File: config.mk
export PLATFORM = sky130hd
export DESIGN_NAME = twr_master
export DESIGN_NICKNAME = d
export VERILOG_FILES = /design/src/rtl/twr_pkg.sv /design/src/rtl/twr_line_watch.sv /design/src/rtl/twr_seq.sv /design/src/rtl/twr_master.sv
export SDC_FILE = /design/constraint.sdc
export NUM_CORES = 1
export LEC_CHECK = 0
export BUFFER_PORTS_ARGS = -buffer_cell sky130_fd_sc_hd__buf_2
export CAP_MARGIN = 20
export CORE_ASPECT_RATIO = 0.8
export CORE_MARGIN = 2
export CORE_UTILIZATION = 35
export CTS_CLUSTER_SIZE = 8
export DETAILED_ROUTE_END_ITERATION = 6
export PLACE_DENSITY = 0.62
export SYNTH_ARGS = -nofsm -noshare
export SYNTH_HDL_FRONTEND = slang
export SYNTH_SLANG_ARGS = --single-unit
File: constraint.sdc
create_clock -name clk -period 3.7 [get_ports clk]
set_clock_uncertainty 0.05 [all_clocks]
set_input_delay 0.925 -clock clk [delete_from_list [all_inputs] [get_ports clk]]
set_output_delay 0.925 -clock clk [all_outputs]
set_load 0.01 [all_outputs]
File: src/rtl/twr_pkg.sv
package twr_pkg;

    // Sequencer phases of one read session
    typedef enum logic [2:0] {
        PH_IDLE,   // bus quiet, clock high
        PH_START,  // data line pulled low, waiting for the watcher
        PH_RUN,    // clocking bit slots
        PH_STOP,   // data held low, bringing clock high
        PH_DRAIN   // stop made, waiting for the watcher to close
    } phase_e;

endpackage

File: src/rtl/twr_line_watch.sv
// Watches the resolved bus lines for start and stop edges and keeps the
// session-active flag.
module twr_line_watch (
    input  logic clk,
    input  logic rst_n,
    input  logic scl_i,
    input  logic sda_i,
    output logic active_o
);

    typedef struct packed {
        logic scl;
        logic sda;
        logic active;
    } watch_t;

    watch_t w_d, w_q;
    logic   start_seen;
    logic   stop_seen;

    always_comb begin
        start_seen = w_q.scl && scl_i && w_q.sda && !sda_i;
        stop_seen  = w_q.scl && scl_i && !w_q.sda && sda_i;
        w_d        = w_q;
        w_d.scl    = scl_i;
        w_d.sda    = sda_i;
        if (start_seen) begin
            w_d.active = 1'b1;
        end else if (stop_seen) begin
            w_d.active = 1'b0;
        end
    end

    always_ff @(posedge clk or negedge rst_n) begin
        if (!rst_n) begin
            w_q <= '{scl: 1'b1, sda: 1'b1, active: 1'b0};
        end else begin
            w_q <= w_d;
        end
    end

    assign active_o = w_q.active;

endmodule

File: src/rtl/twr_seq.sv
// Bit-slot sequencer: one counter walks the address, index and data slots.
module twr_seq
    import twr_pkg::*;
#(
    parameter int ADDR_W = 7,
    parameter int IDX_W  = 8,
    parameter int DATA_W = 8
) (
    input  logic              clk,
    input  logic              rst_n,
    input  logic              go_i,
    input  logic [ADDR_W-1:0] addr_i,
    input  logic [IDX_W-1:0]  idx_i,
    input  logic              sda_in_i,
    input  logic              active_i,
    output logic              scl_o,
    output logic              sda_o,
    output logic              oe_o,
    output logic [DATA_W-1:0] rd_o,
    output logic              done_o,
    output logic              err_o
);

    localparam int AACK   = ADDR_W + 2;
    localparam int IFIRST = AACK + 1;
    localparam int ILAST  = AACK + IDX_W;
    localparam int IACK   = ILAST + 1;
    localparam int DFIRST = IACK + 1;
    localparam int DLAST  = IACK + DATA_W;
    localparam int MACK   = DLAST + 1;
    localparam int CNT_W  = $clog2(MACK + 1);
    localparam int TX_W   = (ADDR_W + 1 > IDX_W) ? ADDR_W + 1 : IDX_W;

    typedef logic [CNT_W-1:0] cnt_t;

    localparam cnt_t C_ONE    = cnt_t'(1);
    localparam cnt_t C_AACK   = cnt_t'(AACK);
    localparam cnt_t C_IFIRST = cnt_t'(IFIRST);
    localparam cnt_t C_IACK   = cnt_t'(IACK);
    localparam cnt_t C_DFIRST = cnt_t'(DFIRST);
    localparam cnt_t C_DLAST  = cnt_t'(DLAST);
    localparam cnt_t C_MACK   = cnt_t'(MACK);

    typedef struct packed {
        phase_e            ph;
        logic              scl;
        logic              sda;
        logic              oe;
        cnt_t              cnt;
        logic [ADDR_W-1:0] addr;
        logic [IDX_W-1:0]  idx;
        logic [TX_W-1:0]   tx;
        logic [DATA_W-1:0] sh;
        logic [DATA_W-1:0] rd;
        logic              done;
        logic              bad;
        logic              err;
    } seq_t;

    seq_t            s_d, s_q;
    cnt_t            nxt;
    logic [TX_W-1:0] addr_frame;
    logic [TX_W-1:0] idx_frame;

    always_comb begin
        // frames left-aligned so the first bit is always the top bit
        addr_frame = TX_W'({s_q.addr, 1'b1}) << (TX_W - ADDR_W - 1);
        idx_frame  = TX_W'(s_q.idx) << (TX_W - IDX_W);
        nxt        = s_q.cnt + C_ONE;
        s_d        = s_q;
        s_d.done   = 1'b0;

        case (s_q.ph)
            PH_IDLE: begin
                s_d.scl = 1'b1;
                s_d.sda = 1'b1;
                s_d.oe  = 1'b1;
                if (go_i) begin
                    s_d.addr = addr_i;
                    s_d.idx  = idx_i;
                    s_d.bad  = 1'b0;
                    s_d.err  = 1'b0;
                    s_d.cnt  = '0;
                    s_d.sda  = 1'b0;   // start: fall while clock high
                    s_d.ph   = PH_START;
                end
            end

            PH_START: begin
                s_d.scl = 1'b1;
                if (active_i) begin
                    s_d.ph = PH_RUN;
                end
            end

            PH_RUN: begin
                if (!s_q.scl) begin
                    s_d.scl = 1'b1;
                end else begin
                    // step edge: sample the slot just clocked, present the next
                    s_d.scl = 1'b0;
                    if (s_q.cnt == C_AACK) begin
                        s_d.oe = 1'b1;
                        if (sda_in_i) begin
                            s_d.cnt = C_IFIRST;
                            s_d.sda = idx_frame[TX_W-1];
                            s_d.tx  = idx_frame << 1;
                        end else begin
                            s_d.cnt = C_ONE;
                            s_d.sda = addr_frame[TX_W-1];
                            s_d.tx  = addr_frame << 1;
                        end
                    end else if (s_q.cnt == C_IACK) begin
                        if (sda_in_i) begin
                            s_d.cnt = C_DFIRST;
                            s_d.oe  = 1'b0;
                            s_d.sda = 1'b1;
                        end else begin
                            s_d.bad = 1'b1;
                            s_d.oe  = 1'b1;
                            s_d.sda = 1'b0;
                            s_d.ph  = PH_STOP;
                        end
                    end else if (s_q.cnt >= C_DFIRST && s_q.cnt <= C_DLAST) begin
                        s_d.sh  = {s_q.sh[DATA_W-2:0], sda_in_i};
                        s_d.cnt = nxt;
                        if (nxt == C_MACK) begin
                            s_d.oe  = 1'b1;
                            s_d.sda = 1'b1;
                        end
                    end else if (s_q.cnt == C_MACK) begin
                        s_d.oe  = 1'b1;
                        s_d.sda = 1'b0;
                        s_d.ph  = PH_STOP;
                    end else begin
                        s_d.cnt = nxt;
                        if (s_q.cnt == '0) begin
                            s_d.oe  = 1'b1;
                            s_d.sda = addr_frame[TX_W-1];
                            s_d.tx  = addr_frame << 1;
                        end else if (nxt == C_AACK || nxt == C_IACK) begin
                            s_d.oe  = 1'b0;
                            s_d.sda = 1'b1;
                        end else begin
                            s_d.sda = s_q.tx[TX_W-1];
                            s_d.tx  = s_q.tx << 1;
                        end
                    end
                end
            end

            PH_STOP: begin
                if (!s_q.scl) begin
                    s_d.scl = 1'b1;
                end else begin
                    s_d.sda = 1'b1;    // stop: rise while clock high
                    s_d.ph  = PH_DRAIN;
                end
            end

            PH_DRAIN: begin
                s_d.scl = 1'b1;
                if (!active_i) begin
                    s_d.done = 1'b1;
                    s_d.err  = s_q.bad;
                    s_d.cnt  = '0;
                    s_d.ph   = PH_IDLE;
                    if (!s_q.bad) begin
                        s_d.rd = s_q.sh;
                    end
                end
            end

            default: begin
                s_d.ph = PH_IDLE;
            end
        endcase
    end

    always_ff @(posedge clk or negedge rst_n) begin
        if (!rst_n) begin
            s_q     <= '0;
            s_q.ph  <= PH_IDLE;
            s_q.scl <= 1'b1;
            s_q.sda <= 1'b1;
            s_q.oe  <= 1'b1;
        end else begin
            s_q <= s_d;
        end
    end

    assign scl_o  = s_q.scl;
    assign sda_o  = s_q.sda;
    assign oe_o   = s_q.oe;
    assign rd_o   = s_q.rd;
    assign done_o = s_q.done;
    assign err_o  = s_q.err;

endmodule

File: src/rtl/twr_master.sv
// Read-only two-wire master: line watcher plus slot sequencer.
module twr_master #(
    parameter int ADDR_W = 7,
    parameter int IDX_W  = 8,
    parameter int DATA_W = 8
) (
    input  logic              clk,
    input  logic              rst_n,
    input  logic              go,
    input  logic [ADDR_W-1:0] tgt_addr,
    input  logic [IDX_W-1:0]  reg_idx,
    input  logic              sda_i,
    output logic              scl,
    output logic              sda_o,
    output logic              sda_oe,
    output logic [DATA_W-1:0] rd_data,
    output logic              done,
    output logic              ack_err
);

    logic line_sda;
    logic active;

    // resolved data line as the pad sees it
    assign line_sda = sda_oe ? sda_o : sda_i;

    twr_line_watch u_watch (
        .clk      (clk),
        .rst_n    (rst_n),
        .scl_i    (scl),
        .sda_i    (line_sda),
        .active_o (active)
    );

    twr_seq #(
        .ADDR_W (ADDR_W),
        .IDX_W  (IDX_W),
        .DATA_W (DATA_W)
    ) u_seq (
        .clk      (clk),
        .rst_n    (rst_n),
        .go_i     (go),
        .addr_i   (tgt_addr),
        .idx_i    (reg_idx),
        .sda_in_i (sda_i),
        .active_i (active),
        .scl_o    (scl),
        .sda_o    (sda_o),
        .oe_o     (sda_oe),
        .rd_o     (rd_data),
        .done_o   (done),
        .err_o    (ack_err)
    );

endmodule

==> impl_metrics.toml <==
[global_routing]
antenna_found_initial = 0
grt_pass1_wl_mm = 9.92
grt.total_usage_pct = 13.3
globalRouteOverflowTotal = 0
grt_max_degree = 40
grt_pass1_vias = 1906

[min_path]
hold_class = "reg2reg"

[yosys]
synthArstFlopShare_pct = 100
synth_compound_area_share_pct = 12.8
synth-warning-count = 0
syn_inst = 259
synth_fa_ha_area_share_pct = 2.04
yosys.area_share.simple_pct = 12.3
synthDistinctLibCells = 58
synth_top_family_by_area = "multiplexers"
syn_avg_cell_area_um2 = 11.8
synthMuxAreaShare_pct = 20.4
seq_area_frac_synth_pct = 45.2
synth_edf_count = 0
synth_xor_area_share_pct = 0.858
synthFlopType = "dfrtp_1"
ys_ff_latch = 55
syn_nets = 283
syn_area_um2 = 3060

[critical_path]
crit_arrival_ns = 2.58
reg2reg_from = "u_seq.s_q[42]$_DFFE_PN0P_"
cp-start-kind = "flop"
reg2reg_depth = 6
reg2reg_to = "u_seq.s_q[45]$_DFFE_PN0P_"
worstPathRequired_ns = 3.85
cp-end-kind = "flop"
rrSetupSlack_ns = 1.27
endpoint = "u_seq.s_q[45]$_DFFE_PN0P_"
startpoint = "u_seq.s_q[42]$_DFFE_PN0P_"
cp_max_fo = 8
crit_type = "reg2reg"

[pwr]
powerDensity_nw_per_um2 = 675
power_uw = 2220
p_leak_uw = 0.00145
peakVddDrop_uv = 316

[finish]
stdcell_count = 385
multi_input_area_um2 = 1480
antennaDiodeCount = 0
seqCellArea_um2 = 1380
drive_above_1_share_pct = 35.9
nFillCells = 860
layout_commonest_cell = "dfrtp_1"
layout_common_cells = "dfrtp_1, mux2_2, buf_2"
layout.nets = 297
synthToLayoutAreaGrowth_pct = 7.48

[outcome]
status = "finished, final reports clean"

[sta]
hold_viol_final = 0
relSlewSlack_pct = 47.1
finalCritPeriodShare_pct = 65.7
tightest_slew_ns = 0.794
setup_violations = 0
fmax_mhz = 411
fin_tns_setup_ns = 0
rsz0062_at_grt = "no"
period_needed_ns = 2.43
slew_violations = 0

[die]
initial_utilization_pct = 36.1
core.rowCount = 30
die_w_um = 109
dieArea_um2 = 9520
coreArea_um2 = 8480
design.portCount = 32
chipHeight_um = 87.7

[clock_tree]
tritoncts = "yes"
cts.clk_slew.worst_paths_ns = 0.09
post_cts.repair.setup_buffers = 0
cts_resized = 0
cts_buffer_depth = 2
insertion_delay_ns = 0.32
hold_buffers = 0
cts_root_buffer = "clkbuf_8"
cts_sinks = 55
htreeDepth = 2
numCtsBuffers = 5

[job]
maxCapViolCount = 0

[drt]
via_count = 2000
first_pass_iters = 4
drt_wl_total_mm = 5.92
via_per_inst = 5.19
drc = 0
wl_per_cell_um = 15.4
drtIter0Drc = 56
drt.antenna.violating_nets = 0

[placed_design]
hpwl_mm = 4.11
port_buffers = 31
placed_cells = 378
gp_congestion = 0.836
synth_stat cells, types with 3 or more instances:
master / count / area share, %
dfstp_2: 5 / 4.3
buf_4: 11 / 2.7
buf_2: 10 / 1.6
o21ai_0: 11 / 1.8
dfrtp_1: 50 / 41
mux2i_1: 14 / 4.6
nand2b_1: 4 / 0.82
nand2_1: 13 / 1.6
and3_1: 3 / 0.61
a21oi_1: 9 / 1.5
inv_1: 8 / 0.98
clkbuf_1: 3 / 0.37
o22ai_1: 7 / 1.4
mux2_2: 41 / 15
nor2_1: 9 / 1.1
ha_1: 5 / 2.0
o211ai_1: 3 / 0.74
routing by layer:
| layer | wire [um] | up-vias | track usage, % |
|---|---|---|---|
| met3 | 198 | 4 | 2.98 |
| met1 | 2960 | 992 | 19.6 |
| li1 | - | 971 | - |
| met4 | 37 | 0 | 3.15 |
| met5 | 0 | - | 0 |
| met2 | 2720 | 33 | 19.8 |
state kept, by name (all words and copies together) (netlist names):
signal,count
u_seq.addr_frame,7
u_seq.done_o,1
u_seq.err_o,1
u_seq.idx_frame,8
u_seq.oe_o,1
u_seq.rd_o,8
u_seq.s_q,24
u_seq.scl_o,1
u_seq.sda_o,1
u_watch.active_o,1
u_watch.w_q,2
worst min-delay path by stage:
stage                                        from                  endpoint  slack [ns]  cells after the start
after detailed placement  u_seq.scl_o$_DFFE_PN1P_  u_watch.w_q[2]$_DFF_PN1_        0.39                      0
after global routing      u_seq.scl_o$_DFFE_PN1P_  u_watch.w_q[2]$_DFF_PN1_        0.42                      0
after CTS                 u_seq.scl_o$_DFFE_PN1P_  u_watch.w_q[2]$_DFF_PN1_        0.40                      0
final                     u_seq.scl_o$_DFFE_PN1P_  u_watch.w_q[2]$_DFF_PN1_        0.40                      0
after floorplan           u_seq.scl_o$_DFFE_PN1P_  u_watch.w_q[2]$_DFF_PN1_        0.33                      0
after global placement    u_seq.scl_o$_DFFE_PN1P_  u_watch.w_q[2]$_DFF_PN1_        0.39                      0
through the flow:
stage	hold slack (ns)	instance area (um2)	utilization [%]	worst slack, ns
floorplan	0.331	3060	-	1.48
global placement	0.389	3210	37.8	1.30
detailed placement	0.390	3210	37.8	1.26
CTS	0.402	3290	38.8	1.30
global route	0.420	3290	38.8	1.10
finish	0.400	3290	38.8	1.27
critical path, cell delays in order, from the launching register on:
cell       delay [ns]
dfrtp_1          0.50
inv_1            0.15
ha_1             0.33
nand4bb_1        0.28
o32ai_1          0.19
a221oi_4         0.45
mux2_2           0.39
layout make-up:
type                            count  area share, %
Inverter                            8          0.913
Tap cell                          112           4.26
Multi-Input combinational cell    170           45.1
Clock inverter                      2          0.494
Sequential cell                    55           42.0
Timing Repair Buffer               33           5.17
Clock buffer                        5           2.09
cell families after synthesis:
kind of cell,Yosys count
compound gates,52
xor+xnor,3
fa+ha+maj,5
buf+inv,34
flops,55
mux,56
simple gates,54
power by group:
group	switching [uW]	internal, uW
Combinational	440	470
Sequential	180	799
Clock	201	132
Total	821	1400
Note: power is estimated with default switching activity, not from simulation.
